--- src/rtl/adc_sel_pkg.sv ---
package adc_sel_pkg;
  typedef enum logic {SIDE_A = 1'b0, SIDE_B = 1'b1} side_e;
endpackage

--- src/rtl/asel_scan_ptr.sv ---
module asel_scan_ptr #(
  parameter int NCH  = 16,
  localparam int SELW = $clog2(NCH)
) (
  input  logic            clk,
  input  logic            rst_n,
  input  logic            restart,
  input  logic            step,
  input  logic [NCH-1:0]  scan_mask,
  output logic [SELW-1:0] scan_ptr_o,
  output logic [SELW-1:0] scan_ch_o,
  output logic            mask_any_o
);
  // first set bit at or after 'start', searching cyclically upward
  function automatic logic [SELW-1:0] first_at_or_after(
    input logic [NCH-1:0]  mask,
    input logic [SELW-1:0] start
  );
    logic            found;
    logic [SELW-1:0] res;
    logic [SELW-1:0] idx;
    found = 1'b0;
    res   = start;
    for (int i = 0; i < NCH; i++) begin
      idx = start + SELW'(i);
      if (!found && mask[idx]) begin
        res   = idx;
        found = 1'b1;
      end
    end
    return res;
  endfunction

  logic [SELW-1:0] ptr_q;

  assign scan_ch_o  = first_at_or_after(scan_mask, ptr_q);
  assign mask_any_o = |scan_mask;
  assign scan_ptr_o = ptr_q;

  // pointer rests at zero after reset or restart
  always_ff @(posedge clk) begin
    if (!rst_n)       ptr_q <= '0;
    else if (restart) ptr_q <= '0;
    else if (step)    ptr_q <= scan_ch_o + SELW'(1);
  end
endmodule

--- src/rtl/asel_alt_phase.sv ---
module asel_alt_phase (
  input  logic clk,
  input  logic rst_n,
  input  logic restart,
  input  logic advance,
  input  logic alt_en,
  output logic phase_b_o
);
  logic phase_q;
  assign phase_b_o = phase_q;

  // phase starts on side A and flips per conversion when alternating
  always_ff @(posedge clk) begin
    if (!rst_n)       phase_q <= 1'b0;
    else if (restart) phase_q <= 1'b0;
    else if (advance) phase_q <= alt_en ? ~phase_q : 1'b0;
  end
endmodule

--- src/rtl/asel_out_mux.sv ---
module asel_out_mux
  import adc_sel_pkg::*;
#(
  parameter int SELW = 4
) (
  input  side_e           side,
  input  logic            use_scan,
  input  logic [SELW-1:0] scan_ch,
  input  logic [SELW-1:0] a_pos_sel,
  input  logic            a_neg_sel,
  input  logic [SELW-1:0] b_pos_sel,
  input  logic            b_neg_sel,
  output logic [SELW-1:0] pos_o,
  output logic            neg_o
);
  always_comb begin
    if (side == SIDE_B) begin
      pos_o = b_pos_sel;
      neg_o = b_neg_sel;
    end else begin
      pos_o = use_scan ? scan_ch : a_pos_sel;
      neg_o = a_neg_sel;
    end
  end
endmodule

--- src/rtl/adc_chan_sel.sv ---
module adc_chan_sel
  import adc_sel_pkg::*;
#(
  parameter int NCH  = 16,
  localparam int SELW = $clog2(NCH)
) (
  input  logic            clk,
  input  logic            rst_n,
  input  logic            scan_en,
  input  logic            alt_en,
  input  logic [NCH-1:0]  scan_mask,
  input  logic [SELW-1:0] a_pos_sel,
  input  logic            a_neg_sel,
  input  logic [SELW-1:0] b_pos_sel,
  input  logic            b_neg_sel,
  input  logic            restart,
  input  logic            advance,
  output logic [SELW-1:0] cur_pos,
  output logic            cur_neg,
  output logic            on_mux_b
);
  // named internal events for the checker
  logic            phase_b;
  logic            on_b;
  logic            scan_active;
  logic            step_scan;
  logic            mask_any;
  logic [SELW-1:0] scan_ch;
  logic [SELW-1:0] scan_ptr;
  side_e           side;

  asel_alt_phase phase_i (
    .clk       (clk),
    .rst_n     (rst_n),
    .restart   (restart),
    .advance   (advance),
    .alt_en    (alt_en),
    .phase_b_o (phase_b)
  );

  assign on_b        = alt_en & phase_b;
  assign side        = on_b ? SIDE_B : SIDE_A;
  assign scan_active = scan_en & mask_any;
  // scan position moves only on side-A samples
  assign step_scan   = advance & ~restart & scan_active & ~on_b;

  asel_scan_ptr #(.NCH(NCH)) ptr_i (
    .clk        (clk),
    .rst_n      (rst_n),
    .restart    (restart),
    .step       (step_scan),
    .scan_mask  (scan_mask),
    .scan_ptr_o (scan_ptr),
    .scan_ch_o  (scan_ch),
    .mask_any_o (mask_any)
  );

  asel_out_mux #(.SELW(SELW)) mux_i (
    .side      (side),
    .use_scan  (scan_active),
    .scan_ch   (scan_ch),
    .a_pos_sel (a_pos_sel),
    .a_neg_sel (a_neg_sel),
    .b_pos_sel (b_pos_sel),
    .b_neg_sel (b_neg_sel),
    .pos_o     (cur_pos),
    .neg_o     (cur_neg)
  );

  assign on_mux_b = on_b;
endmodule

--- config.mk ---
export PLATFORM = sky130hd
export DESIGN_NAME = adc_chan_sel
export DESIGN_NICKNAME = d
export VERILOG_FILES = /design/src/rtl/adc_sel_pkg.sv /design/src/rtl/asel_scan_ptr.sv /design/src/rtl/asel_alt_phase.sv /design/src/rtl/asel_out_mux.sv /design/src/rtl/adc_chan_sel.sv
export SDC_FILE = /design/constraint.sdc
export NUM_CORES = 1
export LEC_CHECK = 0
export ABC_AREA = 1
export CORE_ASPECT_RATIO = 1.1
export CORE_MARGIN = 2
export CORE_UTILIZATION = 60
export CTS_BUF_LIST = sky130_fd_sc_hd__clkbuf_8
export DETAILED_ROUTE_END_ITERATION = 7
export DONT_BUFFER_PORTS = 1
export MAX_ROUTING_LAYER = met4
export PLACE_DENSITY = 0.76
export SKIP_CTS_REPAIR_TIMING = 1
export SLEW_MARGIN = 40
export SYNTH_ARGS = -nofsm -noshare
export SYNTH_HDL_FRONTEND = slang
export SYNTH_SLANG_ARGS = --single-unit
--- constraint.sdc ---
create_clock -name clk -period 4.7 [get_ports clk]
set_input_delay 0.47 -clock clk [delete_from_list [all_inputs] [get_ports clk]]
set_output_delay 0.47 -clock clk [all_outputs]
set_load 0.05 [all_outputs]
=== Word-level counts from Yosys, hierarchy flattened ===
Cells that the tools add are included.

* Bits of input ports: 32
* Output and inout port bits: 6
* Logic and storage cells: 142
* Latch bits: 0
* Register bits: 5
* Memories kept: 0
* Bits in writable memories: 0
* Bits in read-only memories: 0

* Bitwise logic cells: 9
* Add/sub/neg operators: 16
* Shift-type cells: 0
* Mux-type cells: 67
* Eq/ne operators: 0
* Div/mod/pow operators: 0
* Reduce and logical (&&, ||, !) cells: 32
* Magnitude comparators: 16
* $mul: 0

{| class="wikitable"
|+ Operators by type and width
! kind !! count
|-
| 4-bit by 5-bit less-than comparator with 1-bit output, second input constant || 16
|-
| 4-bit two-way mux || 17
|-
| 1-bit binary-select mux with 4-bit select || 16
|-
| 1-bit two-way mux || 34
|-
| 4-bit adder, second input constant || 8
|-
| 4-bit by 3-bit adder with 4-bit output, second input constant || 4
|-
| 16-bit OR reduction || 1
|-
| 1-bit logical AND || 15
|-
| 1-bit zero test || 15
|-
| 4-bit by 1-bit adder with 4-bit output, second input constant || 2
|-
| 4-bit by 2-bit adder with 4-bit output, second input constant || 2
|-
| 1-bit AND || 5
|-
| 1-bit inverter || 4
|-
| 2-bit OR reduction || 1
|}

=== Depth between registers and ports, before layout ===
Gate-level depths: netlist (run 1).

* Depth after elaboration: 50
* Mapped depth: 33
* Depth with buffers taken out: 32

=== Hierarchy ===
A second synthesis (run 1) with hierarchy kept.

* Cells, all modules: 454
* Area total of the unflattened synthesis: 2296.0 µm²

{| class="wikitable"
|+ By module, submodules not included
! module !! sequential area each (µm²) !! times used !! cells each !! area an instance (µm²)
|-
| asel_scan_ptr || 80.1 || 1 || 407 || 2088.3
|-
| asel_out_mux || 0.0 || 1 || 33 || 128.9
|-
| asel_alt_phase || 20.0 || 1 || 6 || 41.3
|-
| adc_chan_sel || 0.0 || 1 || 8 || 37.5
|}

=== Worst setup path before layout (run 1) ===
OpenSTA, ideal clock, no wires.

* Kind: flip-flop to output port
* Start point: reg ptr_i.ptr_q[1] (netlist: ptr_i.scan_ptr_o[1])
* End point: out cur_pos[3]
* Arrival time: 4089 ps
* Required time: 4230 ps
* Path buffers: 2
* Stages on the path, launching flop included: 24
* Slack: 141 ps
* Cells stage by stage: dfxtp_1 inv_1 buf_2 ha_1 clkbuf_1 nand3_1 nand3_2 nand3_1 nand2_2 nand3_2 nor2_4 nand4_4 nor2_2 nand4_4 nor2_8 nand2_1 o21a_1 nand2_1 nand2_1 nand2_1 nand2_1 a21oi_2 nor2_1 o21ai_0

* Longest elaborated chain between the ends: 50
* Elaborated cells between the ends (all ways): 109
* Those cells by class: add/sub (15); mux (64); reduce/logical (30)

{| class="wikitable"
|+ Ends and longest elaborated chain
! element !! RTL line !! source
|-
| start, declared || asel_scan_ptr.sv:34 || <nowiki>logic [SELW-1:0] ptr_q;</nowiki>
|-
| start signal, assigned || asel_scan_ptr.sv:44 || <nowiki>else if (step) ptr_q <= scan_ch_o + SELW'(1);</nowiki>
|-
| parallel branches: the longest is 47 deep, another holds 4-bit by 1-bit adder with 4-bit output || - ||
|-
| 4-bit two-way mux (*) || asel_scan_ptr.sv:26 || <nowiki>if (!found && mask[idx]) begin</nowiki>
|-
| 4-bit two-way mux (*) || asel_out_mux.sv:21 || <nowiki>pos_o = use_scan ? scan_ch : a_pos_sel;</nowiki>
|-
| 4-bit two-way mux (*) || asel_out_mux.sv:17 || <nowiki>if (side == SIDE_B) begin</nowiki>
|-
| end, declared || adc_chan_sel.sv:18 || <nowiki>output logic [SELW-1:0] cur_pos,</nowiki>
|}

Every way passes the cells marked *. The select of a mux whose other input is x is not followed.

=== Worst setup path in the final report (run 1) ===
* Start point: reg ptr_i.ptr_q[0] (netlist: ptr_i.scan_ptr_o[0])
* End point: out cur_pos[1]

Same word-level chain as after synthesis.

==> impl_metrics.toml, run 1 <==
[pwr]
ir_worst_vdd_v = 0.000190
pwr-share-seq = 0.124
p_comb_frac = 0.663
leakage_uw = 0.00126
intPower_uw = 175
pwr-share-clk = 0.213
power_uw = 378
power_switching_uw = 203
power.density_nw_per_um2 = 160
swShare = 0.538

[synthesis]
yosys.area_share.xor_xnor = 0.0310
synthAdderAreaFrac = 0.0451
ys_ff_latch = 5
synthSimpleGateAreaFrac = 0.643
synth_top_family_by_area = "simple AND/OR/NAND/NOR gates"
synth_compound_area_frac = 0.110
ys_seq_area_frac = 0.0451
syn_inst = 441
yosys-mux-area-fraction = 0
ys_types = 35
syn_nets = 481
yosysWarnings = 0
netlist_area_um2 = 2220
syn_avg_cell_area_um2 = 5.03

[drt]
wl_per_cell_um = 13.9
first_pass_iters = 6
drtIter0Drc = 260
vias = 2853
drtAntennaViolNets = 0
wl_mm = 6.86
viasPerCell = 5.78
drcViolationCount = 0

[place]
place_hpwl_mm = 5.43
dpl_worst_slack_ps = 401
portBuffers = 0
dp_cells = 490
placed_cell_area_um2 = 2290
gp_congestion = 1.04

[layout]
syn_to_final_growth_pct = 6.65
n_antenna_cell = 0
layoutNonFillerInstCount = 494
utilization = 0.658
nFillCells = 362
fin_area_um2 = 2370
drive_above_1_share = 0.0923
finalNetCount = 485

[clocking]
ctsRootBufferMaster = "clkbuf_8"
clk_path_buf_depth = 2
cts-buffers-inserted = 3
insertion_delay_ps = 230
cts.sinks = 5
clkTransAtPathRegs_ps = 40
htreeDepth = 1
cts_tree = "yes"

[critical_path]
critPathRequiredTime_ps = 4230
path_delay_family = "simple AND/OR/NAND/NOR gates"
slowest_stage = "dfxtp_2"
r2r_start = "ptr_i.scan_ptr_o[0]"
r2r_slack_ps = 830
crit_buf_inv = 4
critPathArrivalTime_ps = 3910
r2r_cells = 23
end_kind = "output pin"
cp_common_cell = "nand2_1"
crit_start = "ptr_i.scan_ptr_o[0]"
crit_chain = "inv_2, ha_1, xnor2_4, inv_1, nand3_1, nand2_1, nand2_1, nand2_1, nor2_4, nand4_4, nor2_2, nand4_4, nor2_8, nand3_2, nand3_1, nand2_1, nand2_1, nand2_1, inv_1, nor2_1, o21ai_0, buf_4"
path_max_fanout = 19
critical_path_class = "flop to output pin"
cp-start-kind = "flop"
crit_path_max_incr_delay_ps = 390
r2r_end = "ptr_i.scan_ptr_o[2]"

[global_route]
overflow = 0
grt_max_degree = 20
track_usage = 0.352
antenna_found_initial = 0
grt_pass1_vias = 2432
grt_pass1_wl_mm = 10.9

[floorplanning]
ioPinCount = 38
fp-row-count = 23
dieArea_um2 = 4200
die_h_um = 67.8
die_width_um = 62.0
fp.coreArea_um2 = 3600
initial_core_util = 0.617

[timing]
finalCritPeriodShare = 0.931
fmax_ghz = 0.229
setup_viol = 0
finalWorstSetupSlack_ps = 324
slew_violations = 0
tightestPinTransition_ps = 580
finalCriticalPeriod_ps = 4380
hold_viol_final = 0
relSlewSlack = 0.610
fin_skew_ps = 1.98

[worst_hold_path]
hp-class = "input pin to flop"
hold_end = "phase_i.phase_b_o"
hold_path_startpoint = "advance"
worst_hold_path.num_cells = 1

[run]
drv_cap = 0

[status]
status = "complete, no violations"
## through the flow
step	hold WS (ps)	setup TNS (ps)
finish	338	0
global route	345	-21.0
global placement	459	0
CTS	338	0
detailed placement	461	0
floorplan	437	0
## flip-flops by register name, indices dropped and copies added, names as in the netlist
| signal | flops |
|---|---|
| phase_i.phase_b_o | 1 |
| ptr_i.scan_ptr_o | 4 |
## cells in the mapped netlist (all sizes together)
cell | instances | share of area
dfxtp | 5 | 0.045
clkinv | 2 | 0.0034
nand2 | 162 | 0.28
nand4 | 12 | 0.053
a21boi | 1 | 0.0034
xnor2 | 2 | 0.011
a21o | 1 | 0.0034
and2 | 1 | 0.0028
nor2 | 36 | 0.076
nand3 | 92 | 0.22
o21a | 3 | 0.010
ha | 8 | 0.045
o21ai | 24 | 0.056
nor3 | 2 | 0.0045
buf | 8 | 0.023
inv | 58 | 0.098
clkbuf | 1 | 0.0017
a211oi | 2 | 0.0068
xor2 | 5 | 0.020
a21oi | 12 | 0.030
nor4 | 4 | 0.011
## layout by cell type (no fill, tap or decap), types with 4 or more instances in the layout
cell type	count
a21oi_1	10
buf_4	8
ha_1	7
inv_1	55
nand2_1	158
nand2_2	4
nand3_1	87
nand3_2	5
nand4_1	8
nor2_1	31
nor4_1	4
o21ai_0	14
o21ai_1	9
xor2_1	4
## worst max path at each step
stage,endpoint,slack (ps),cells past startpoint
finish,cur_pos[1],320,22
global route,cur_pos[2],-20,28
CTS,cur_pos[3],150,27
detailed placement,cur_pos[3],400,27
global placement,cur_pos[3],370,27
floorplan,cur_pos[3],140,23
## cell families after synthesis
| family | after synthesis |
|---|---|
| xor+xnor | 7 |
| compound gates | 43 |
| simple gates | 309 |
| buf+inv | 69 |
| fa+ha+maj | 8 |
| flops | 5 |
## area by class of cell
class | instances | area, um2 | share of cell area
Multi-Input combinational cell | 367 | 1870 | 0.789
Clock buffer | 3 | 41.3 | 0.0174
Sequential cell | 5 | 103 | 0.0433
Tap cell | 50 | 62.6 | 0.0264
Inverter | 60 | 229 | 0.0967
Timing Repair Buffer | 8 | 60.1 | 0.0254
Clock inverter | 1 | 3.75 | 0.00159
## metal layers
metal	global-route usage	share of wire
met1	0.466	0.41
met5	-	0
met4	0.133	0.044
met2	0.563	0.46
met3	0.00958	0.088
## power by group through the flow
stage | logic [uW] | clock network (uW) | registers (uW)
global placement | 241 | 0 | 47.2
detailed placement | 243 | 0 | 47.3
floorplan | 194 | 0 | 45.3
finish | 251 | 80.6 | 46.9
global route | 281 | 83.7 | 47.1
CTS | 243 | 81.5 | 46.6
(Power assumes the default switching activity.)
==> inputs of run 2 (changes only) <==
--- a/config.mk
+++ b/config.mk
@@ -13,7 +13,7 @@
 export DETAILED_ROUTE_END_ITERATION = 7
 export DONT_BUFFER_PORTS = 1
 export MAX_ROUTING_LAYER = met4
-export PLACE_DENSITY = 0.76
+export PLACE_DENSITY = 0.83
 export SKIP_CTS_REPAIR_TIMING = 1
 export SLEW_MARGIN = 40
 export SYNTH_ARGS = -nofsm -noshare
==> run 2 against run 1 <==
Final area down 0.95%. Hold slack improved by 14 ps. Sequential power is 2% lower. Maximum frequency increased by 1.3%. Non-clock buffer count unchanged. Clock skew is 0.98 ps lower. Global-route usage is 0.67 points lower. Critical path depth grew 5. Worst setup slack gained 55 ps. Highest routed layer unchanged.
==> impl_metrics.toml, run 2 (synthesis results as in run 1) <==
[status]
status = "complete, no violations"

[global_route]
overflow = 0
grt_pass1_vias = 2431
antenna_found_initial = 0
track_usage = 0.346
grt_max_degree = 23
grt_pass1_wl_mm = 10.6

[critical_path]
crit_path_max_incr_delay_ps = 510
crit_buf_inv = 4
path_delay_family = "simple AND/OR/NAND/NOR gates"
r2r_start = "ptr_i.scan_ptr_o[2]"
r2r_slack_ps = 940
critPathRequiredTime_ps = 4230
critPathArrivalTime_ps = 3850
r2r_end = "ptr_i.scan_ptr_o[1]"
slowest_stage = "dfxtp_2"
r2r_cells = 26
cp_common_cell = "nand2_1"
path_max_fanout = 12
cp-start-kind = "flop"
critical_path_class = "flop to output pin"
end_kind = "output pin"

[clocking]
htreeDepth = 1
clkTransAtPathRegs_ps = 40
cts-buffers-inserted = 3
ctsRootBufferMaster = "clkbuf_8"
clk_path_buf_depth = 2
cts.sinks = 5
cts_tree = "yes"
insertion_delay_ps = 220

[drt]
drcViolationCount = 0
wl_per_cell_um = 13.2
viasPerCell = 5.64
drtAntennaViolNets = 0
first_pass_iters = 5
drtIter0Drc = 240
vias = 2788
wl_mm = 6.53

[floorplanning]
die_width_um = 62.0
fp-row-count = 23
fp.coreArea_um2 = 3600
die_h_um = 67.8
dieArea_um2 = 4200
initial_core_util = 0.617
ioPinCount = 38

[layout]
utilization = 0.652
syn_to_final_growth_pct = 5.64
nFillCells = 372
finalNetCount = 485
n_antenna_cell = 0
largest_register_ffs = 4
layout_commonest_cell = "nand2_1"
seqCellArea_um2 = 101
multi_input_area_um2 = 1850
final_cell_mix = "158 x nand2_1, 88 x nand3_1, 55 x inv_1"
drive_above_1_share = 0.0833

[pwr]
power.density_nw_per_um2 = 157
leakage_uw = 0.00126
ir_worst_vdd_v = 0.000159

[timing]
setup_viol = 0
final.setup.tns_ps = 0
fmax_ghz = 0.231
relSlewSlack = 0.559
slew_violations = 0
hold_viol_final = 0
rsz0062_at_grt = "no"
finalCritPeriodShare = 0.919
tightestPinTransition_ps = 656
finalCriticalPeriod_ps = 4320
fin_skew_ps = 1.00

[place]
gp_congestion = 1.02
place_hpwl_mm = 5.27
portBuffers = 0

[worst_hold_path]
hp-class = "input pin to flop"
hold_path_startpoint = "advance"
worst_hold_path.num_cells = 1
hold_end = "phase_i.phase_b_o"

[run]
drv_cap = 0
[run 2: where the power goes]
group          internal (uW)  switching (uW)  leakage, uW
logic                   73.4             171      0.00119
registers               43.9            2.26    0.0000410
clock network           56.0            21.1    0.0000269
total                    173             194      0.00126
[run 2: area by class of cell]
cell class              instances  share of cell area
clock buffers                   3              0.0176
inverters                      60              0.0977
clock inverters                 1             0.00160
well taps                      50              0.0267
multi-input cells             367               0.788
repair buffers                  8              0.0256
flip-flops and latches          5              0.0432
[run 2: how the worst max path moves through the flow]
| stage | startpoint | endpoint | cells after the start |
|---|---|---|---|
| after floorplan | ptr_i.scan_ptr_o[1] | cur_pos[3] | 23 |
| after global placement | ptr_i.scan_ptr_o[2] | cur_pos[3] | 27 |
| after detailed placement | ptr_i.scan_ptr_o[2] | cur_pos[3] | 27 |
| after CTS | ptr_i.scan_ptr_o[2] | cur_pos[3] | 27 |
| after global routing | ptr_i.scan_ptr_o[2] | cur_pos[3] | 27 |
| final | ptr_i.scan_ptr_o[2] | cur_pos[3] | 27 |
[run 2: through the flow]
| stage | hold slack, ps | setup slack, ps | power [uW] | area [um2] | std cells |
|---|---|---|---|---|---|
| floorplan | 437 | 141 | 240 | 2220 | 441 |
| finish | 352 | 379 | 368 | 2340 | 494 |
| global placement | 456 | 429 | 286 | 2290 | 490 |
| global route | 354 | 0.620 | 406 | 2340 | 494 |
| CTS | 348 | 170 | 367 | 2330 | 494 |
| detailed placement | 462 | 409 | 287 | 2290 | 490 |
[run 2: layer usage]
layer  vias up  share of wire  global-route usage
li1       1446              -                   -
met1      1213           0.42               0.441
met2       113           0.47               0.553
met3        16          0.083              0.0364
met4         0          0.023               0.128
met5         -              0                   -
[run 2: worst register-to-register path, delay by kind of cell (launching register included)]
family	cells	cell delay [ps]
simple gates	19	1700
fa+ha+maj	2	700
buf+inv	4	490
flops	1	510
compound gates	1	240
==> inputs of run 3 (changes only) <==
--- a/config.mk
+++ b/config.mk
@@ -7,13 +7,13 @@
 export LEC_CHECK = 0
 export ABC_AREA = 1
 export CORE_ASPECT_RATIO = 1.1
-export CORE_MARGIN = 2
 export CORE_UTILIZATION = 60
 export CTS_BUF_LIST = sky130_fd_sc_hd__clkbuf_8
 export DETAILED_ROUTE_END_ITERATION = 7
 export DONT_BUFFER_PORTS = 1
 export MAX_ROUTING_LAYER = met4
-export PLACE_DENSITY = 0.83
+export PLACE_DENSITY = 0.86
+export SETUP_SLACK_MARGIN = 0.4
 export SKIP_CTS_REPAIR_TIMING = 1
 export SLEW_MARGIN = 40
 export SYNTH_ARGS = -nofsm -noshare
==> constraint.sdc (replaced) <==
create_clock -name clk -period 3.6 [get_ports clk]
set_input_delay 0.36 -clock clk [delete_from_list [all_inputs] [get_ports clk]]
set_output_delay 0.36 -clock clk [all_outputs]
set_load 0.05 [all_outputs]
==> run 3 against run 2 <==
The flow now finishes with violations (DRC, setup timing). Die area fell by 6.1%. Via count rose by 29%. Worst setup slack got worse by 720 ps. Final area rose by 29%. Utilization rose by 23 points. Largest cell class unchanged.
==> impl_metrics.toml, run 3 (synthesis results as in run 1) <==
[timing]
tightestPinTransition_ps = 837
finalCriticalPeriod_ps = 3940
rsz0062_at_grt = "yes"
fin_skew_ps = 3.76
finalCritPeriodShare = 1.10
hold_viol_final = 0
relSlewSlack = 0.442
fmax_ghz = 0.254
finalWorstSetupSlack_ps = -344
final.setup.tns_ps = -1110
slew_violations = 0
setup_viol = 4

[critical_path]
slowest_stage = "dfxtp_4"
r2r_start = "ptr_i.scan_ptr_o[0]"
cp-start-kind = "flop"
critPathRequiredTime_ps = 3240
crit_start = "ptr_i.scan_ptr_o[0]"
critPathArrivalTime_ps = 3580
crit_path_max_incr_delay_ps = 420
r2r_slack_ps = 50
end_kind = "output pin"
r2r_cells = 23
crit_end = "cur_pos[3]"
crit_chain = "inv_4, ha_4, buf_6, nand3_4, nand3_2, nand2_2, nand2_2, nand2_4, nor2_4, nand4_4, nor2_4, nand4_4, nor2_8, nand2_4, o21a_1, nand2_1, nand2_1, nand2_1, nand2_2, a21oi_2, nor2_2, o21ai_4, buf_12"
r2r_end = "ptr_i.scan_ptr_o[2]"
critical_path_class = "flop to output pin"
path_max_fanout = 8

[place]
dpl_worst_slack_ps = -131
portBuffers = 0
gp_congestion = 1.01
place_hpwl_mm = 6.01

[layout]
syn_to_final_growth_pct = 36.4
n_antenna_cell = 0
multi_input_area_um2 = 2220
drive_above_1_share = 0.284
seqCellArea_um2 = 110
nFillCells = 171
layout_commonest_cell = "nand2_1"
utilization = 0.880
final_cell_mix = "141 x nand2_1, 65 x nand3_1, 53 x inv_1"
largest_register_ffs = 4
finalNetCount = 516

[drt]
drtAntennaViolNets = 0
routed.top_layer = "met4"
wl_met2_mm = 4.60
drcViolationCount = 4
first_pass_iters = 8
wl_mm = 10.5
drtIter0Drc = 642
wl_per_cell_um = 20.1
viasPerCell = 6.89
met3_length_mm = 1.34
wirelength_met1_mm = 3.33
vias = 3606

[status]
violations = "DRC, setup timing"
status = "finished, violations left"

[global_route]
track_usage = 0.411
grt_pass1_wl_mm = 12.0
overflow = 0
grt_pass1_vias = 2665
antenna_found_initial = 0
grt_max_degree = 19

[floorplanning]
ioPinCount = 38
fp.coreArea_um2 = 3440
initial_core_util = 0.645
die_h_um = 65.8
fp-row-count = 22
die_width_um = 60.0
dieArea_um2 = 3950

[clocking]
cts-buffers-inserted = 3
cts_tree = "yes"
insertion_delay_ps = 220
clk_path_buf_depth = 2
clkTransAtPathRegs_ps = 40
ctsRootBufferMaster = "clkbuf_8"
htreeDepth = 1
cts.sinks = 5

[pwr]
power_switching_uw = 353
intPower_uw = 289
power.density_nw_per_um2 = 212
pwr-share-clk = 0.157
p_comb_frac = 0.749
ir_worst_vdd_v = 0.000294
leakage_uw = 0.00151
pwr-share-seq = 0.093
swShare = 0.550

[worst_hold_path]
hp-class = "input pin to flop"

[run]
drv_cap = 0
==> run 3: worst min-delay path by stage <==
stage | start | end | slack (ps) | depth (start not counted)
after global routing | advance | phase_i.phase_b_o | 240 | 1
after CTS | advance | phase_i.phase_b_o | 240 | 1
after detailed placement | advance | phase_i.phase_b_o | 470 | 1
after floorplan | phase_i.phase_b_o | phase_i.phase_b_o | 440 | 1
final | advance | phase_i.phase_b_o | 240 | 1
after global placement | phase_i.phase_b_o | phase_i.phase_b_o | 450 | 1
==> run 3: area by class of cell <==
type	instances	share of cell area
Timing Repair Buffer	39	0.116
Clock buffer	3	0.0136
Sequential cell	5	0.0364
Inverter	60	0.0785
Tap cell	48	0.0198
Multi-Input combinational cell	367	0.735
Clock inverter	1	0.00124
==> run 3: through the flow <==
step | cells | hold WS [ps] | power, uW | cell area, um2
after floorplan | 441 | 437 | 331 | 2330
after global placement | 503 | 451 | 415 | 2530
after detailed placement | 503 | 469 | 427 | 2530
after CTS | 507 | 238 | 530 | 2570
after global routing | 523 | 240 | 680 | 3030
final | 523 | 243 | 641 | 3030
==> run 3: power groups by stage <==
stage | logic (uW) | registers [uW] | clock network, uW
after floorplan | 272 | 58.8 | 0
after global placement | 355 | 60.2 | 0
after detailed placement | 367 | 60.3 | 0
after CTS | 368 | 59.6 | 103
after global routing | 516 | 59.8 | 105
final | 481 | 59.9 | 101
==> run 3: layer usage <==
layer / GRT usage / up-vias
met1: 0.498 / 1521
met4: 0.221 / 0
li1: - / 1514
met2: 0.636 / 402
met5: - / -
met3: 0.0783 / 169
==> run 3: critical path, delay by kind of cell, from the launching register on <==
| kind | cells | cell delay [ps] |
|---|---|---|
| adder cells (fa/ha/maj) | 1 | 350 |
| AND/OR/NAND/NOR | 16 | 1750 |
| flip-flops | 1 | 420 |
| buffers and inverters | 3 | 380 |
| AO/OA/AOI/OAI | 3 | 430 |
